[src/rtl/dt_pkg.sv]
package dt_pkg;
  // register addresses
  localparam int DT_A_CFG   = 0;
  localparam int DT_A_MODEA = 1;
  localparam int DT_A_MODEB = 2;
  localparam int DT_A_CTL   = 3;
  localparam int DT_A_LOADA = 4;
  localparam int DT_A_LOADB = 5;
  localparam int DT_A_PREA  = 6;
  localparam int DT_A_PREB  = 7;
  localparam int DT_A_STAT  = 8;
  localparam int DT_A_VALA  = 9;
  localparam int DT_A_VALB  = 10;

  localparam logic [2:0] DT_SPLIT_CODE = 3'd4;

  typedef struct packed {
    logic wot;       // bit 2: wait for trigger
    logic up;        // bit 1: count up
    logic periodic;  // bit 0: periodic
  } dt_mode_t;
endpackage

[src/rtl/dt_prescaler.sv]
module dt_prescaler #(
  parameter int PRE_W = 8
) (
  input  logic             clk,
  input  logic             rst_n,
  input  logic             clr,
  input  logic             run,
  input  logic [PRE_W-1:0] pre,
  output logic             tick
);
  logic [PRE_W-1:0] pc_q;

  assign tick = run && (pc_q >= pre);

  always_ff @(posedge clk) begin
    if (!rst_n)      pc_q <= '0;
    else if (clr)    pc_q <= '0;
    else if (run)    pc_q <= tick ? '0 : pc_q + 1'b1;
  end


  tick_restarts_chk: assert property (@(posedge clk) disable iff (!rst_n)
    tick |=> (pc_q == '0));
endmodule

[src/rtl/dt_chan.sv]
module dt_chan (
  input  logic clk,
  input  logic rst_n,
  input  logic start,
  input  logic kill,
  input  logic wot,
  input  logic trig,
  output logic run
);
  logic armed_q, run_q;

  assign run = run_q;

  always_ff @(posedge clk) begin
    if (!rst_n) begin
      run_q   <= 1'b0;
      armed_q <= 1'b0;
    end else if (kill) begin
      run_q   <= 1'b0;
      armed_q <= 1'b0;
    end else if (start) begin
      run_q   <= !wot;
      armed_q <= wot;
    end else if (armed_q && trig) begin
      run_q   <= 1'b1;
      armed_q <= 1'b0;
    end
  end


  wot_holds_chk: assert property (@(posedge clk) disable iff (!rst_n)
    (start && wot && !kill) |=> (!run_q && armed_q));


  trig_starts_chk: assert property (@(posedge clk) disable iff (!rst_n)
    (armed_q && trig && !kill && !start) |=> run_q);
endmodule

[src/rtl/dt_half.sv]
module dt_half #(
  parameter int W = 16
) (
  input  logic         clk,
  input  logic         rst_n,
  input  logic         start,
  input  logic         step,
  input  logic         wrap,
  input  logic         up,
  input  logic         periodic,
  input  logic [W-1:0] load,
  output logic [W-1:0] cnt
);
  logic [W-1:0] cnt_q;
  logic [W-1:0] init_val;

  assign cnt      = cnt_q;
  assign init_val = up ? '0 : load;

  always_ff @(posedge clk) begin
    if (!rst_n)                  cnt_q <= '1;
    else if (start)              cnt_q <= init_val;
    else if (wrap) begin
      if (periodic)              cnt_q <= init_val;
    end
    else if (step)               cnt_q <= up ? cnt_q + 1'b1 : cnt_q - 1'b1;
  end


  down_step_chk: assert property (@(posedge clk) disable iff (!rst_n)
    (step && !start && !wrap && !up) |=> (cnt_q == W'($past(cnt_q) - 1'b1)));


  up_step_chk: assert property (@(posedge clk) disable iff (!rst_n)
    (step && !start && !wrap && up) |=> (cnt_q == W'($past(cnt_q) + 1'b1)));
endmodule

[src/rtl/dual_timer.sv]
module dual_timer #(
  parameter int HALF_W = 16,
  parameter int PRE_W  = 8,
  parameter int ADDR_W = 4
) (
  input  logic                  clk,
  input  logic                  rst_n,
  input  logic                  wr_en,
  input  logic [ADDR_W-1:0]     wr_addr,
  input  logic [2*HALF_W-1:0]   wr_data,
  input  logic [ADDR_W-1:0]     rd_addr,
  output logic [2*HALF_W-1:0]   rd_data,
  input  logic                  trig_a,
  input  logic                  trig_b,
  output logic [1:0]            tmo_pulse,
  output logic [1:0]            tmo_flag
);
  import dt_pkg::*;

  localparam int DW = 2 * HALF_W;

  logic [2:0]        cfg_q;
  dt_mode_t          mode_a_q, mode_b_q, mode_b_eff;
  logic [1:0]        en_q;
  logic [HALF_W-1:0] load_a_q, load_b_q;
  logic [PRE_W-1:0]  pre_a_q, pre_b_q;
  logic [1:0]        flag_q, pulse_q;
  logic              split;

  logic wr_cfg, wr_ma, wr_mb, wr_ctl, wr_la, wr_lb, wr_pa, wr_pb, wr_st;

  logic [HALF_W-1:0] cnt_a, cnt_b;
  logic run_a, run_b, tick_a, tick_pb, tick_b;
  logic start_a, start_b, kill_a, kill_b;
  logic lo_hit, hi_hit, term_a, term_b, carry;
  logic ev_a, ev_b, os_a, os_b;
  logic start_hb, step_hb, wrap_hb;

  assign split      = (cfg_q == DT_SPLIT_CODE);
  assign mode_b_eff = split ? mode_b_q : mode_a_q;

  // write decode
  assign wr_cfg = wr_en && (wr_addr == ADDR_W'(DT_A_CFG));
  assign wr_ma  = wr_en && (wr_addr == ADDR_W'(DT_A_MODEA));
  assign wr_mb  = wr_en && (wr_addr == ADDR_W'(DT_A_MODEB));
  assign wr_ctl = wr_en && (wr_addr == ADDR_W'(DT_A_CTL));
  assign wr_la  = wr_en && (wr_addr == ADDR_W'(DT_A_LOADA));
  assign wr_lb  = wr_en && (wr_addr == ADDR_W'(DT_A_LOADB));
  assign wr_pa  = wr_en && (wr_addr == ADDR_W'(DT_A_PREA));
  assign wr_pb  = wr_en && (wr_addr == ADDR_W'(DT_A_PREB));
  assign wr_st  = wr_en && (wr_addr == ADDR_W'(DT_A_STAT));

  // start / stop
  assign start_a = wr_ctl && wr_data[0] && !en_q[0];
  assign start_b = wr_ctl && wr_data[1] && !en_q[1] && split;

  // terminal detection, fused when not split
  assign lo_hit = mode_a_q.up ? (cnt_a == load_a_q) : (cnt_a == '0);
  assign hi_hit = mode_b_eff.up ? (cnt_b == load_b_q) : (cnt_b == '0);
  assign term_a = lo_hit && (split || hi_hit);
  assign term_b = hi_hit;
  assign carry  = mode_a_q.up ? (&cnt_a) : (cnt_a == '0);

  assign tick_b = split ? tick_pb : tick_a;
  assign ev_a   = tick_a && term_a;
  assign ev_b   = split && tick_pb && term_b;
  assign os_a   = ev_a && !mode_a_q.periodic;
  assign os_b   = ev_b && !mode_b_q.periodic;
  assign kill_a = (wr_ctl && !wr_data[0]) || os_a;
  assign kill_b = (wr_ctl && !wr_data[1]) || os_b || !split;

  // upper half steering
  assign start_hb = split ? start_b : start_a;
  assign step_hb  = split ? tick_b  : (tick_a && carry);
  assign wrap_hb  = split ? ev_b    : ev_a;

  // configuration registers
  always_ff @(posedge clk) begin
    if (!rst_n) begin
      cfg_q    <= '0;
      mode_a_q <= '0;
      mode_b_q <= '0;
      load_a_q <= '1;
      load_b_q <= '1;
      pre_a_q  <= '0;
      pre_b_q  <= '0;
    end else begin
      if (wr_cfg) cfg_q    <= wr_data[2:0];
      if (wr_ma)  mode_a_q <= dt_mode_t'(wr_data[2:0]);
      if (wr_mb)  mode_b_q <= dt_mode_t'(wr_data[2:0]);
      if (wr_pa)  pre_a_q  <= wr_data[PRE_W-1:0];
      if (wr_pb)  pre_b_q  <= wr_data[PRE_W-1:0];
      if (wr_la) begin
        load_a_q <= wr_data[HALF_W-1:0];
        if (!split) load_b_q <= wr_data[DW-1:HALF_W];
      end
      if (wr_lb && split) load_b_q <= wr_data[HALF_W-1:0];
    end
  end

  // enable bits, a one-shot expiry wins over a write
  always_ff @(posedge clk) begin
    if (!rst_n) begin
      en_q <= '0;
    end else begin
      if (wr_ctl)          en_q[0] <= wr_data[0];
      if (os_a)            en_q[0] <= 1'b0;
      if (wr_ctl && split) en_q[1] <= wr_data[1];
      if (os_b || !split)  en_q[1] <= 1'b0;
    end
  end

  // status: set has priority over clear
  always_ff @(posedge clk) begin
    if (!rst_n) begin
      flag_q  <= '0;
      pulse_q <= '0;
    end else begin
      flag_q  <= (flag_q & ~(wr_st ? wr_data[1:0] : 2'b00)) | {ev_b, ev_a};
      pulse_q <= {ev_b, ev_a};
    end
  end

  assign tmo_pulse = pulse_q;
  assign tmo_flag  = flag_q;

  dt_chan u_chan_a (
    .clk(clk), .rst_n(rst_n), .start(start_a), .kill(kill_a),
    .wot(mode_a_q.wot), .trig(trig_a), .run(run_a)
  );

  dt_chan u_chan_b (
    .clk(clk), .rst_n(rst_n), .start(start_b), .kill(kill_b),
    .wot(mode_b_q.wot), .trig(trig_b), .run(run_b)
  );

  dt_prescaler #(.PRE_W(PRE_W)) u_pre_a (
    .clk(clk), .rst_n(rst_n), .clr(start_a), .run(run_a),
    .pre(split ? pre_a_q : '0), .tick(tick_a)
  );

  dt_prescaler #(.PRE_W(PRE_W)) u_pre_b (
    .clk(clk), .rst_n(rst_n), .clr(start_b), .run(run_b),
    .pre(pre_b_q), .tick(tick_pb)
  );

  dt_half #(.W(HALF_W)) u_half_a (
    .clk(clk), .rst_n(rst_n), .start(start_a), .step(tick_a), .wrap(ev_a),
    .up(mode_a_q.up), .periodic(mode_a_q.periodic), .load(load_a_q), .cnt(cnt_a)
  );

  dt_half #(.W(HALF_W)) u_half_b (
    .clk(clk), .rst_n(rst_n), .start(start_hb), .step(step_hb), .wrap(wrap_hb),
    .up(mode_b_eff.up), .periodic(mode_b_eff.periodic), .load(load_b_q), .cnt(cnt_b)
  );

  // read mux
  always_comb begin
    rd_data = '0;
    case (rd_addr)
      ADDR_W'(DT_A_CFG):   rd_data = DW'(cfg_q);
      ADDR_W'(DT_A_MODEA): rd_data = DW'(mode_a_q);
      ADDR_W'(DT_A_MODEB): rd_data = DW'(mode_b_q);
      ADDR_W'(DT_A_CTL):   rd_data = DW'(en_q);
      ADDR_W'(DT_A_LOADA): rd_data = split ? DW'(load_a_q) : {load_b_q, load_a_q};
      ADDR_W'(DT_A_LOADB): rd_data = DW'(load_b_q);
      ADDR_W'(DT_A_PREA):  rd_data = DW'(pre_a_q);
      ADDR_W'(DT_A_PREB):  rd_data = DW'(pre_b_q);
      ADDR_W'(DT_A_STAT):  rd_data = DW'(flag_q);
      ADDR_W'(DT_A_VALA):  rd_data = split ? DW'(cnt_a) : {cnt_b, cnt_a};
      ADDR_W'(DT_A_VALB):  rd_data = DW'(cnt_b);
      default:             rd_data = '0;
    endcase
  end


  oneshot_stops_chk: assert property (@(posedge clk) disable iff (!rst_n)
    os_a |=> (!en_q[0] && !run_a));


  periodic_continues_chk: assert property (@(posedge clk) disable iff (!rst_n)
    (ev_a && mode_a_q.periodic && !wr_ctl) |=> (en_q[0] && run_a));


  flag_a_set_chk: assert property (@(posedge clk) disable iff (!rst_n)
    ev_a |=> (tmo_flag[0] && tmo_pulse[0]));


  flag_b_set_chk: assert property (@(posedge clk) disable iff (!rst_n)
    ev_b |=> (tmo_flag[1] && tmo_pulse[1]));


  flag_hold_chk: assert property (@(posedge clk) disable iff (!rst_n)
    (tmo_flag[0] && !wr_st) |=> tmo_flag[0]);


  fused_b_idle_chk: assert property (@(posedge clk) disable iff (!rst_n)
    !split |=> (!run_b && !tmo_pulse[1]));
endmodule

[config.mk]
export PLATFORM = sky130hd
export DESIGN_NAME = dual_timer
export DESIGN_NICKNAME = d
export VERILOG_FILES = /design/src/rtl/dt_pkg.sv /design/src/rtl/dt_prescaler.sv /design/src/rtl/dt_chan.sv /design/src/rtl/dt_half.sv /design/src/rtl/dual_timer.sv
export SDC_FILE = /design/constraint.sdc
export NUM_CORES = 1
export LEC_CHECK = 0
export ABC_AREA = 1
export BUFFER_PORTS_ARGS = -buffer_cell sky130_fd_sc_hd__buf_4
export CAP_MARGIN = 10
export CORE_MARGIN = 2
export CORE_UTILIZATION = 40
export DETAILED_ROUTE_END_ITERATION = 12
export SLEW_MARGIN = 40
export SYNTH_ARGS = -nofsm -noshare
export SYNTH_HDL_FRONTEND = slang
export SYNTH_HIERARCHICAL = 1
export SYNTH_SLANG_ARGS = --single-unit
[constraint.sdc]
create_clock -name clk -period 3 [get_ports clk]
set_clock_uncertainty 0.05 [all_clocks]
set_input_delay 0.15 -clock clk [delete_from_list [all_inputs] [get_ports clk]]
set_output_delay 0.15 -clock clk [all_outputs]
set_load 0.02 [all_outputs]
Word-level counts from Yosys, hierarchy flattened:

Index checks and enable logic that the tools add are counted.

* equality and inequality tests: 24
* reduce and logical (&&, ||, !) cells: 62
* multiplexer cells: 37
* order comparisons: 2
* add/subtract/negate cells: 6
* bitwise operators: 4

Operators by type and width (count)
* 32-bit one-hot mux with 11 select lines: 1
* 16-bit two-way mux: 15
* 32-bit two-way mux: 2
* 16-bit by 1-bit adder with 16-bit output (second input constant): 2
* 16-bit == test: 2
* 4-bit by 3-bit == test with 1-bit output (second input constant): 8
* 16-bit zero test: 2
* 16-bit by 1-bit subtractor with 16-bit output (second input constant): 2
* 1-bit logical AND: 29
* 8-bit two-way mux: 3
* 8-bit by 1-bit adder with 8-bit output (second input constant): 2
* 4-bit by 2-bit == test with 1-bit output (second input constant): 4
* 4-bit == test (second input constant): 4
* 8-bit >= comparator: 2
* 16-bit AND reduction: 1
* 1-bit two-way mux: 14
* 2-bit OR reduction: 6
* 1-bit zero test: 9
* 4-bit by 1-bit == test with 1-bit output (second input constant): 2
* 4-bit zero test: 2
* 3-bit inequality test (second input constant): 2
* 2-bit AND reduction: 3
* 2-bit nonzero test: 3
* 3-bit nonzero test: 2
* 8 further kinds: 13

* bits in registers: 115
* input port bits: 45
* word-level logic and storage cells: 158
* output and inout bits: 36

Depth between registers and ports, before layout:

Gate-level depths: netlist of run 1.

* depth after elaboration: 9
* depth in mapped cells: 27
* mapped depth without buffers: 25

Modules after synthesis:

The synthesis of run 1 kept the hierarchy.

By module, submodules not included
* dual_timer: times used 1, cells each 661, seq. area each 1261.2 um^2, area an instance 4170.2 um^2
* dt_half: times used 2, cells each 303, seq. area each 320.3 um^2, area an instance 1809.2 um^2
* dt_prescaler: times used 2, cells each 95, seq. area each 160.2 um^2, area an instance 651.9 um^2
* dt_chan: times used 2, cells each 14, seq. area each 40.0 um^2, area an instance 88.8 um^2

Worst setup path before layout of run 1:

Ideal clock, no wire load.

* path type: register to register
* start: register cfg_q[1]
* end: register u_half_b.cnt_q[2] (netlist: u_half_b/cnt[2])
* arrival: 2.699 ns
* buffers on the path: 2
* setup time: 0.133 ns
* period minus slack after synthesis: 2.882 ns
* slack: 0.118 ns
* data required time: 2.817 ns
* cell stages (with the launch flop): 24
* cells stage by stage: dfxtp_1 > inv_2 > nand3_2 > clkbuf_1 > nor2_1 > inv_1 > ha_1 > nand2_1 > nor2_1 > nand2_1 > nand3_1 > nand2_1 > inv_2 > nand2_1 > a21oi_2 > nand3_1 > nand2_1 > inv_1 > nand2_2 > nand3_4 > inv_2 > buf_4 > a21oi_1 > nand3b_1

* elaborated cells between the ends (all ways): 25
* classes of those cells: order compare (1); eq/ne (2); mux (12); reduce/logical (10)

RTL lines
* from (decl): RTL line dual_timer.sv:22 `logic [2:0] cfg_q;`
* from (signal assigned): RTL line dual_timer.sv:88 `if (wr_cfg) cfg_q <= wr_data[2:0];`
* 3-bit == test (*): RTL line dual_timer.sv:39 `assign split = (cfg_q == DT_SPLIT_CODE);`
* 8-bit two-way mux (*): RTL line dual_timer.sv:139 `.pre(split ? pre_a_q : '0), .tick(tick_a)`
* 8-bit >= comparator (*): RTL line dt_prescaler.sv:13 `assign tick = run && (pc_q >= pre);`
* 1-bit logical AND (*): RTL line dt_prescaler.sv:13
* net tick_a: RTL line dual_timer.sv:33 `logic run_a, run_b, tick_a, tick_pb, tick_b;`
* 1-bit logical AND (*): RTL line dual_timer.sv:65 `assign ev_a = tick_a && term_a;`
* 1-bit two-way mux (*): RTL line dual_timer.sv:75 `assign wrap_hb = split ? ev_b : ev_a;`
* net wrap_hb: RTL line dual_timer.sv:37 `logic start_hb, step_hb, wrap_hb;`
* 3-bit inequality test (no line), or another cell as far along
* 2-bit AND reduction (no line) / 16-bit two-way mux (equally long branches)
* to (signal assigned): RTL line dt_half.sv:22 `else if (start) cnt_q <= init_val;`
* to (signal assigned): RTL line dt_half.sv:24 `if (periodic) cnt_q <= init_val;`
* to (signal assigned): RTL line dt_half.sv:26 `else if (step) cnt_q <= up ? cnt_q + 1'b1 : cnt_q - 1'b1;`
* to (decl): RTL line dt_half.sv:14 `logic [W-1:0] cnt_q;`

Mark *: on every way through the listed nets, which the timed path passes. The rest lies on a longest branch. The select of a mux whose other input is x is not followed.
A chain may end at the register's enable or synchronous reset.

Worst setup path after layout of run 1:

* start: register cfg_q[0]
* end: register u_half_b.cnt_q[9] (netlist: u_half_b/cnt[9])

Same word-level chain as after synthesis.

==> results.yml, run 1 <==
worst_setup_path:
  critical-path-top-delay-family: "simple AND/OR/NAND/NOR gates"
  cpMaxStageDelayCell: "dfxtp_1"
  cp_max_fo: 6
  arrival_ns: 3.17
  max_stage_delay_ns: 0.30
  path_cells: "inv_2, nand3_4, nor2_2, inv_1, ha_4, nand2_2, nor2_4, nand2_1, nand3_2, nand2_2, inv_2, nand2_4, a21oi_4, nand3_2, nand2_2, inv_1, nand2_2, nand3_4, buf_12, inv_8, nand2_1, nand2_1, inv_1, nand2_1"
  worstPathRequired_ns: 3.33
  r2r_cells: 24
  reg2reg_slack_ns: 0.15
  critPathLaunchType: "flop"
  r2r-end: "u_half_b/cnt[9]$_SDFFE_PN1P_"
  cp_num_buf_inv: 7
  path_class: "reg2reg"
  end_kind: "flop"
  worstReg2RegStart: "cfg_q[0]$_SDFFE_PN0P_"
cts:
  tritoncts: "built"
  cts.clk_slew.worst_paths_ns: 0.06
  ctsRootBufferMaster: "clkbuf_16"
  cts_htree_levels: 4
  cts.sinks: 115
  clk_path_buf_depth: 2
  clock_latency_ns: 0.43
  cts_made_buffers: 17
detailed_routing:
  drt_iter0_drc: 964
  vias_per_cell: 5.193
  vias: 9882
  wl_per_cell_um: 16.14
  post-route-drc-count: 0
  ant_nets: 0
  first_pass_iters: 5
  wl_um: 30710
timing:
  fin_crit_sh: 0.9495
  slew-limit-headroom: 0.4165
  setup_viol: 0
  worstMarginPinSlew_ns: 0.8720
  hold_slack_ns: 0.01420
  final-hold-violation-count: 0
  fmax_mhz: 351.0
  drv_slew: 0
  min_period_ns: 2.849
pwr:
  switchingPower_w: 0.001205
  leakage_nw: 6.046
  swShare: 0.2720
  clkPwrFrac: 0.483
  ir_drop_mv: 0.2756
  p_int_w: 0.003226
  combPwrFrac: 0.157
  total_power_w: 0.004431
  seqPwrFrac: 0.360
  power_density_nw_per_um2: 386.7
global_route:
  antenna_found_initial: 0
  grt_pass1_wl_um: 47060
  grt_pass1_vias: 8912
  grt_usage: 0.2456
  grt_max_degree: 51
  grt_overflow: 0
yosys:
  synth-warning-count: 6
  ys_ff_latch: 115
  synth_edf_count: 0
  synth_nets: 1578
  ys_async_sr_fraction: 0
  synth_cell_types: 51
  seq_area_frac_synth: 0.2483
  syn_avg_cell_area_um2: 6.243
  synthFlopType: "dfxtp_1"
  syn_inst: 1485
  synth_area_um2: 9270
placed_design:
  portBuffers: 80
  postPlaceCellArea_um2: 10220
  dp.cells: 1836
  gp_congestion: 0.9612
  dp_hpwl_um: 22970
hold_path:
  min_path_cells: 3
  hold_path_end: "load_b_q[5]$_SDFFE_PN1P_"
  min-delay-start: "wr_data[21]"
  min_path_type: "in2reg"
layout:
  diodes: 0
  layout-drive-gt1-share: 0.1774
  syn2layout_area_growth_pct: 23.61
  final_util: 0.5046
  finalNonFillerCells: 1903
  finalNetCount: 1698
  stdcell_area_um2: 11460
job:
  cap_violations: 0
run_status:
  outcome: "completed"
floorplan:
  die_h_um: 156.2
  rows: 55
  core-area_um2: 22710
  die_width_um: 156.2
  ioPinCount: 81
  die_area_um2: 24410
  start_util: 0.4082
-- flip-flops by register name, indices dropped and copies added, names as in the netlist, 2 cells and up --
signal	cells
mode_a_q	3
load_b_q	16
pre_a_q	8
pre_b_q	8
u_half_b/cnt	16
tmo_flag	2
mode_b_q	3
tmo_pulse	2
u_pre_a/pc_q	8
load_a_q	16
u_half_a/cnt	16
u_pre_b/pc_q	8
cfg_q	3
en_q	2
-- synth_stat cells, types with 3 or more instances --
master	number	area share
nand2_1	439	0.18
inv_1	230	0.093
nor2_1	138	0.056
dfxtp_1	115	0.25
nand3_1	91	0.049
a21oi_1	67	0.036
ha_1	46	0.062
o21ai_0	44	0.024
inv_2	28	0.011
nand2_2	28	0.019
o22ai_1	21	0.014
o211ai_1	20	0.016
o21ai_1	20	0.011
nand4_1	19	0.013
clkbuf_1	16	0.0065
o31ai_1	16	0.013
buf_2	13	0.0070
xor2_1	11	0.010
nand3b_1	10	0.0081
xnor2_1	8	0.0076
a221o_1	7	0.0076
o221ai_1	7	0.0066
buf_4	6	0.0049
nand3_2	6	0.0065
nor2_2	6	0.0040
o2111ai_1	6	0.0057
a21oi_2	5	0.0047
nand2_4	5	0.0061
nor3_2	5	0.0054
o221ai_2	5	0.0081
nor3_1	4	0.0022
nor3_4	4	0.0070
buf_6	3	0.0036
o211ai_2	3	0.0040
-- layout make-up --
class	instances	area, µm²
Fill cell	2313	11250
Multi-Input combinational cell	1073	6040
Sequential cell	115	2305
Timing Repair Buffer	136	1116
Inverter	260	1003
Clock buffer	24	491.7
Tap cell	285	356.6
Clock inverter	8	123.9
Timing Repair inverter	2	22.52
-- cells by family (layout without fill, tap and decap cells) --
logic type                 count (synthesis)  count (layout)  synth area share
buffers and inverters                    298             430            0.1273
adders and majority gates                 48              48           0.06641
DFF                                      115             115            0.2483
and+or+nand+nor                          769             770            0.3732
AOI/OAI and AO/OA                        236             236            0.1668
xor gates and xnor gates                  19              19           0.01795
-- placed cells by master, fill, tap and decap left out, types with 4 or more instances in the layout --
cell / netlist / routed
o21ai_0: 44 / 43
xor2_1: 11 / 11
xnor2_1: 8 / 8
o2111ai_1: 6 / 6
a21oi_1: 67 / 64
nor3_4: 4 / 4
a21oi_2: 5 / 7
nand4_1: 19 / 19
o31ai_1: 16 / 16
nand3_2: 6 / 8
nand3_1: 91 / 89
nor2_4: 2 / 6
o211ai_1: 20 / 20
nand2_2: 28 / 33
nor3_2: 5 / 5
inv_1: 230 / 229
nand2_4: 5 / 6
dlygate4sd3_1: 0 / 25
o221ai_1: 7 / 7
a221o_1: 7 / 7
ha_1: 46 / 32
dfxtp_1: 115 / 113
nor2_1: 138 / 134
ha_4: 0 / 12
clkbuf_16: 0 / 17
nor3_1: 4 / 4
o22ai_1: 21 / 21
nand3b_1: 10 / 10
nor2_2: 6 / 6
buf_4: 6 / 107
nand2_1: 439 / 433
clkbuf_8: 0 / 4
o221ai_2: 5 / 5
o21ai_1: 20 / 21
inv_2: 28 / 24
-- worst register-to-register path, delay by kind of cell, from the launching register on --
kind	cells	cell delay, ns
AO/OA/AOI/OAI	1	0.17
adder cells (fa/ha/maj)	1	0.27
buffers and inverters	7	0.61
flip-flops	1	0.30
AND/OR/NAND/NOR	15	1.38
-- worst max path at each step --
stage / cells past startpoint / end / slack [ns] / from
after floorplan: 23 / u_half_b/cnt[2]$_SDFFE_PN1P_ / 0.12 / cfg_q[1]$_SDFFE_PN0P_
after detailed placement: 22 / u_half_b/cnt[4]$_SDFFE_PN1P_ / -0.06 / cfg_q[1]$_SDFFE_PN0P_
final: 24 / u_half_b/cnt[9]$_SDFFE_PN1P_ / 0.15 / cfg_q[0]$_SDFFE_PN0P_
after global placement: 21 / u_half_b/cnt[2]$_SDFFE_PN1P_ / 0.07 / cfg_q[1]$_SDFFE_PN0P_
after global routing: 26 / u_half_b/cnt[8]$_SDFFE_PN1P_ / -0.05 / cfg_q[0]$_SDFFE_PN0P_
after CTS: 21 / u_half_b/cnt[4]$_SDFFE_PN1P_ / 0.02 / cfg_q[1]$_SDFFE_PN0P_
-- power by group through the flow --
stage / Sequential [W] / Combinational (W) / Clock, W
finish: 0.00160 / 0.000694 / 0.00214
global placement: 0.00163 / 0.000630 / 0
global route: 0.00160 / 0.000758 / 0.00223
floorplan: 0.00161 / 0.000406 / 0
CTS: 0.00159 / 0.000660 / 0.00216
detailed placement: 0.00163 / 0.000630 / 0
-- routing by layer --
metal	track usage	share of wire	wire length [µm]
met4	0.09000	0.027	835
met1	0.3432	0.46	14200
met3	0.03157	0.053	1620
met5	0	0	0
met2	0.3879	0.46	14050
-- through the flow --
| step | TNS [ns] | setup slack [ns] |
|---|---|---|
| 6_report | 0 | 0.1514 |
| 3_5_place_dp | -0.2738 | -0.05994 |
| 3_3_place_gp | 0 | 0.07047 |
| 2_1_floorplan | 0 | 0.1184 |
| 4_1_cts | 0 | 0.02257 |
| 5_1_grt | -0.3948 | -0.05333 |
-- repair_timing --
item                                    in CTS  in global routing
setup buffers                                0                  8
endpoints found under the setup margin      28                 32
pin swaps                                    0                  9
resized for setup                            3                 56
hold endpoints to repair                    30                  0
cloned                                       0                  3
hold buffers                                25                  0
Note: power is estimated with default switching activity, not from simulation.
==> run 2, diff against run 1 <==
==> constraint.sdc (replaced) <==
create_clock -name clk -period 3 [get_ports clk]
set_clock_uncertainty 0.05 [all_clocks]
set_input_delay 0.6 -clock clk [delete_from_list [all_inputs] [get_ports clk]]
set_output_delay 0.6 -clock clk [all_outputs]
set_load 0.02 [all_outputs]
==> results.yml, run 2 (synthesis results as in run 1) <==
timing:
  worstMarginPinSlew_ns: 0.5278
  final-hold-violation-count: 0
  fin_crit_sh: 0.9629
  setup_viol: 0
  slew-limit-headroom: 0.6460
  hold_slack_ns: 0.3553
  min_period_ns: 2.889
  fmax_mhz: 346.2
  drv_slew: 0
worst_setup_path:
  critical-path-top-delay-family: "buffers and inverters"
  worstReg2RegStart: "pre_b_q[7]$_SDFFE_PN0P_"
  cp_num_buf_inv: 6
  path_class: "reg2out"
  end_kind: "output port"
  reg2reg_slack_ns: 0.23
  cpMaxStageDelayCell: "o31ai_1"
  cpMostUsedCell: "buf_4"
  arrival_ns: 2.24
  r2r_cells: 15
  r2r-end: "u_half_b/cnt[0]$_SDFFE_PN1P_"
  path_cells: "inv_2, nand3_4, buf_4, buf_6, inv_1, buf_4, o31ai_1, buf_4"
  max_stage_delay_ns: 0.35
  worstPathRequired_ns: 2.35
  cp_max_fo: 24
  critPathLaunchType: "flop"
hold_path:
  min_path_type: "in2reg"
  min_path_cells: 3
  min-delay-start: "wr_data[12]"
  hold_path_end: "load_a_q[12]$_SDFFE_PN1P_"
detailed_routing:
  vias: 9771
  wl_um: 29710
  vias_per_cell: 5.197
  wl_per_cell_um: 15.81
  ant_nets: 0
  drt_iter0_drc: 693
  first_pass_iters: 5
  post-route-drc-count: 0
cts:
  cts_htree_levels: 4
  cts.sinks: 115
  clock_latency_ns: 0.43
  clk_path_buf_depth: 2
  cts.clk_slew.worst_paths_ns: 0.06
  ctsRootBufferMaster: "clkbuf_16"
  tritoncts: "built"
  cts_made_buffers: 17
layout:
  finalNetCount: 1676
  final_common_cell: "nand2_1"
  syn2layout_area_growth_pct: 18.55
  final_cell_mix: "nand2_1 (437), inv_1 (229), nor2_1 (136), dfxtp_1 (114), buf_4 (112)"
  multi_input_area_um2: 5867
  diodes: 0
  seq_area_um2: 2303
  layout-drive-gt1-share: 0.1737
  fillers: 2361
job:
  cap_violations: 0
floorplan:
  ioPinCount: 81
  rows: 55
  die_width_um: 156.2
  start_util: 0.4082
  core-area_um2: 22710
  die_h_um: 156.2
  die_area_um2: 24410
pwr:
  power_density_nw_per_um2: 380.0
  total_power_w: 0.004176
  leakage_nw: 5.905
  ir_drop_mv: 0.2984
global_route:
  antenna_found_initial: 0
  grt_usage: 0.2442
  grt_pass1_vias: 8866
  grt_max_degree: 45
  grt_overflow: 0
  grt_pass1_wl_um: 46880
placed_design:
  dp_hpwl_um: 23230
  gp_congestion: 0.9886
  portBuffers: 80
run_status:
  outcome: "completed"
==> run 2: changes by cell type in the layout (fill, tap and decap cells not counted), moves of 4 or more <==
cell | before | now
o31ai_1 | 16 | 7
o31ai_2 | 0 | 9
nand2_1 | 433 | 437
clkinvlp_4 | 2 | 7
dlygate4sd3_1 | 25 | 0
ha_4 | 12 | 0
buf_4 | 107 | 112
ha_1 | 32 | 46
nor2_4 | 6 | 2
==> run 2: final cells by class <==
type | count | area share
timing repair inverter | 3 | 0.002391
clock inverter | 12 | 0.01002
inverter | 260 | 0.09108
multi-input combinational | 1072 | 0.5339
tap | 285 | 0.03245
timing repair buffer | 114 | 0.07936
clock buffer | 19 | 0.04122
sequential | 115 | 0.2096
==> run 2: worst max path at each step <==
stage	cells past startpoint	start	endpoint	slack, ns
finish	8	cfg_q[1]$_SDFFE_PN0P_	rd_data[17]	0.11
CTS	8	cfg_q[1]$_SDFFE_PN0P_	rd_data[16]	-0.01
floorplan	15	wr_addr[3]	u_half_b/cnt[10]$_SDFFE_PN1P_	0.07
global route	24	cfg_q[0]$_SDFFE_PN0P_	u_half_b/cnt[5]$_SDFFE_PN1P_	-0.000002
global placement	17	cfg_q[1]$_SDFFE_PN0P_	u_half_b/cnt[13]$_SDFFE_PN1P_	0.05
detailed placement	22	cfg_q[1]$_SDFFE_PN0P_	u_half_a/cnt[5]$_SDFFE_PN1P_	-0.04
==> run 2: per-stage QoR <==
| step | std cells | worst slack (ns) | TNS (ns) | cell area (µm²) | util |
|---|---|---|---|---|---|
| after floorplan | 1485 | 0.07294 | 0 | 9270 | - |
| after CTS | 1872 | -0.01058 | -0.03765 | 10840 | 0.4774 |
| final | 1880 | 0.1112 | 0 | 10990 | 0.4839 |
| after global placement | 1841 | 0.04941 | 0 | 10250 | 0.4515 |
| after detailed placement | 1841 | -0.03656 | -0.1692 | 10250 | 0.4515 |
| after global routing | 1880 | -0.000002220 | -0.000002220 | 10990 | 0.4839 |
==> run 2: timing repair <==
action / in CTS / in global routing
pin swaps: 0 / 3
resized for setup: 6 / 23
hold buffers: 0 / 0
cloned: 0 / 3
setup buffers: 0 / 5
endpoints found under the setup margin: 21 / 48
==> run 2: layer usage <==
layer,routed length (µm),part of all wire,track usage,vias to the layer above
li1,-,-,-,4979
met1,13730,0.46,0.3349,4462
met2,13560,0.46,0.3911,280
met3,1575,0.053,0.03351,50
met4,856,0.029,0.09131,0
met5,0,0,0,-
==> run 2: worst register-to-register path: cells and delay by family, from the launching register on <==
kind / cells / cell delay (ns)
compound gates: 3 / 0.51
simple gates: 7 / 0.94
buf+inv: 4 / 0.48
flops: 1 / 0.41
fa+ha+maj: 1 / 0.31
==> run 2: power by group <==
part	switching (W)	leakage, nW	internal, W
Sequential	0.0000378	0.933	0.00156
Clock	0.000759	0.255	0.00117
Combinational	0.000404	4.72	0.000248
==> run 3, diff against run 2 <==
BUFFER_PORTS_ARGS = -buffer_cell sky130_fd_sc_hd__buf_2   (was -buffer_cell sky130_fd_sc_hd__buf_4)
==> results.yml, run 3 (synthesis results as in run 1) <==
worst_setup_path:
  r2r-end: "u_half_b/cnt[14]$_SDFFE_PN1P_"
  path_cells: "inv_2, nand3_4, buf_4, buf_6, inv_1, buf_4, o31ai_1, buf_2"
  worstReg2RegStart: "cfg_q[1]$_SDFFE_PN0P_"
  path_depth: 8
  worstPathRequired_ns: 2.35
  path_class: "reg2out"
  critPathLaunchType: "flop"
  cp_num_buf_inv: 6
  cpMaxStageDelayCell: "o31ai_1"
  cpMostUsedCell: "buf_4"
  reg2reg_slack_ns: 0.24
  crit_path_end: "rd_data[18]"
  end_kind: "output port"
  critical-path-top-delay-family: "buffers and inverters"
  r2r_cells: 18
  cp_max_fo: 25
  max_stage_delay_ns: 0.36
  arrival_ns: 2.25
  cp-startpoint: "cfg_q[1]$_SDFFE_PN0P_"
timing:
  fin_crit_sh: 0.9665
  final-hold-violation-count: 0
  timing.final.ws_setup_ns: 0.1004
  tns_ns: 0
  rsz0062_at_grt: "no"
  setup_viol: 0
  fmax_mhz: 344.9
  slew-limit-headroom: 0.6230
  worstMarginPinSlew_ns: 0.5620
  drv_slew: 0
  min_period_ns: 2.900
cts:
  cts.sinks: 115
  clock_latency_ns: 0.43
  hold_buffers: 0
  tritoncts: "built"
  clk_path_buf_depth: 2
  cts_made_buffers: 17
  ctsRootBufferMaster: "clkbuf_16"
  cts.clk_slew.worst_paths_ns: 0.06
  cts_htree_levels: 4
floorplan:
  die_area_um2: 24410
  die_h_um: 156.2
  ioPinCount: 81
  rows: 55
  die_width_um: 156.2
  core-area_um2: 22710
  start_util: 0.4082
global_route:
  grt_pass1_wl_um: 46450
  grt_overflow: 0
  antenna_found_initial: 0
  grt_pass1_vias: 8827
  grt_usage: 0.2424
  grt_max_degree: 56
detailed_routing:
  vias_per_cell: 5.204
  first_pass_iters: 5
  wl_um: 29360
  ant_nets: 0
  wl_per_cell_um: 15.62
  drt_iter0_drc: 739
  vias: 9784
  post-route-drc-count: 0
hold_path:
  min_path_type: "in2reg"
layout:
  final_common_cell: "nand2_1"
  final_util: 0.4748
  final_cell_mix: "nand2_1 (437), inv_1 (229), nor2_1 (135), dfxtp_1 (115), nand3_1 (91)"
  finalNetCount: 1675
  diodes: 0
  layout-drive-gt1-share: 0.1712
  syn2layout_area_growth_pct: 16.30
  finalNonFillerCells: 1880
placed_design:
  dp_hpwl_um: 23010
  dp.cells: 1842
  gp_congestion: 1.009
  dp_slack_ns: -0.06662
  portBuffers: 80
pwr:
  total_power_w: 0.004207
  power_density_nw_per_um2: 390.2
  leakage_nw: 5.874
  ir_drop_mv: 0.2907
job:
  cap_violations: 0
run_status:
  outcome: "completed"
==> run 3: final cells by class <==
class / instances / area [µm²]
fillers: 2415 / 11930
multi-input cells: 1072 / 5859
flip-flops and latches: 115 / 2302
inverters: 260 / 1001
repair buffers: 115 / 681.9
clock buffers: 22 / 464.2
well taps: 285 / 356.6
clock inverters: 10 / 107.6
repair inverters: 1 / 8.758
==> run 3: power by group <==
| part | total (W) | internal [W] | switching (W) |
|---|---|---|---|
| Sequential | 0.00159 | 0.00156 | 0.0000367 |
| Combinational | 0.000619 | 0.000215 | 0.000404 |
| Clock | 0.00200 | 0.00126 | 0.000740 |
| Total | 0.00421 | 0.00303 | 0.00118 |
==> run 3: metal layers <==
| layer | GRT usage | routed length [µm] | vias to the layer above |
|---|---|---|---|
| met5 | 0 | 0 | - |
| met4 | 0.09830 | 939 | 0 |
| met3 | 0.03268 | 1420 | 58 |
| met2 | 0.3911 | 13320 | 285 |
| met1 | 0.3272 | 13690 | 4465 |
| li1 | - | - | 4976 |
==> run 3: stage by stage <==
stage / hold slack [ns] / instance area [µm²]
after floorplan: 0.3896 / 9270
after global placement: 0.4099 / 10060
after detailed placement: 0.4168 / 10060
after CTS: 0.3602 / 10680
after global routing: 0.3831 / 10780
final: 0.3634 / 10780
==> run 3: repair_timing <==
action / in CTS / in global routing
gates resized for setup: 10 / 19
setup endpoints to repair: 35 / 47
cloned: 0 / 1
buffers inserted: 0 / 5
pin swaps: 0 / 3
==> run 3: worst reg2reg max path, delay by kind of cell, from the launching register on <==
kind	cells	cell delay [ns]
buffers and inverters	6	0.80
and+or+nand+nor	9	0.74
AOI/OAI and AO/OA	2	0.45
adders and majority gates	1	0.32
DFF	1	0.30
==> run 3: worst min path at each step <==
stage                                              from                            end  slack, ns  cells past startpoint
final                                       wr_data[12]      load_a_q[12]$_SDFFE_PN1P_       0.36                      3
after global routing                        wr_data[13]      load_a_q[13]$_SDFFE_PN1P_       0.38                      3
after CTS                                   wr_data[12]      load_a_q[12]$_SDFFE_PN1P_       0.36                      3
after detailed placement  u_chan_b/armed_q$_SDFFE_PP0P_  u_chan_b/armed_q$_SDFFE_PP0P_       0.42                      2
after global placement            cfg_q[0]$_SDFFE_PN0P_          cfg_q[0]$_SDFFE_PN0P_       0.41                      2
after floorplan               u_chan_a/run$_SDFFE_PP0P_      u_chan_a/run$_SDFFE_PP0P_       0.39                      2
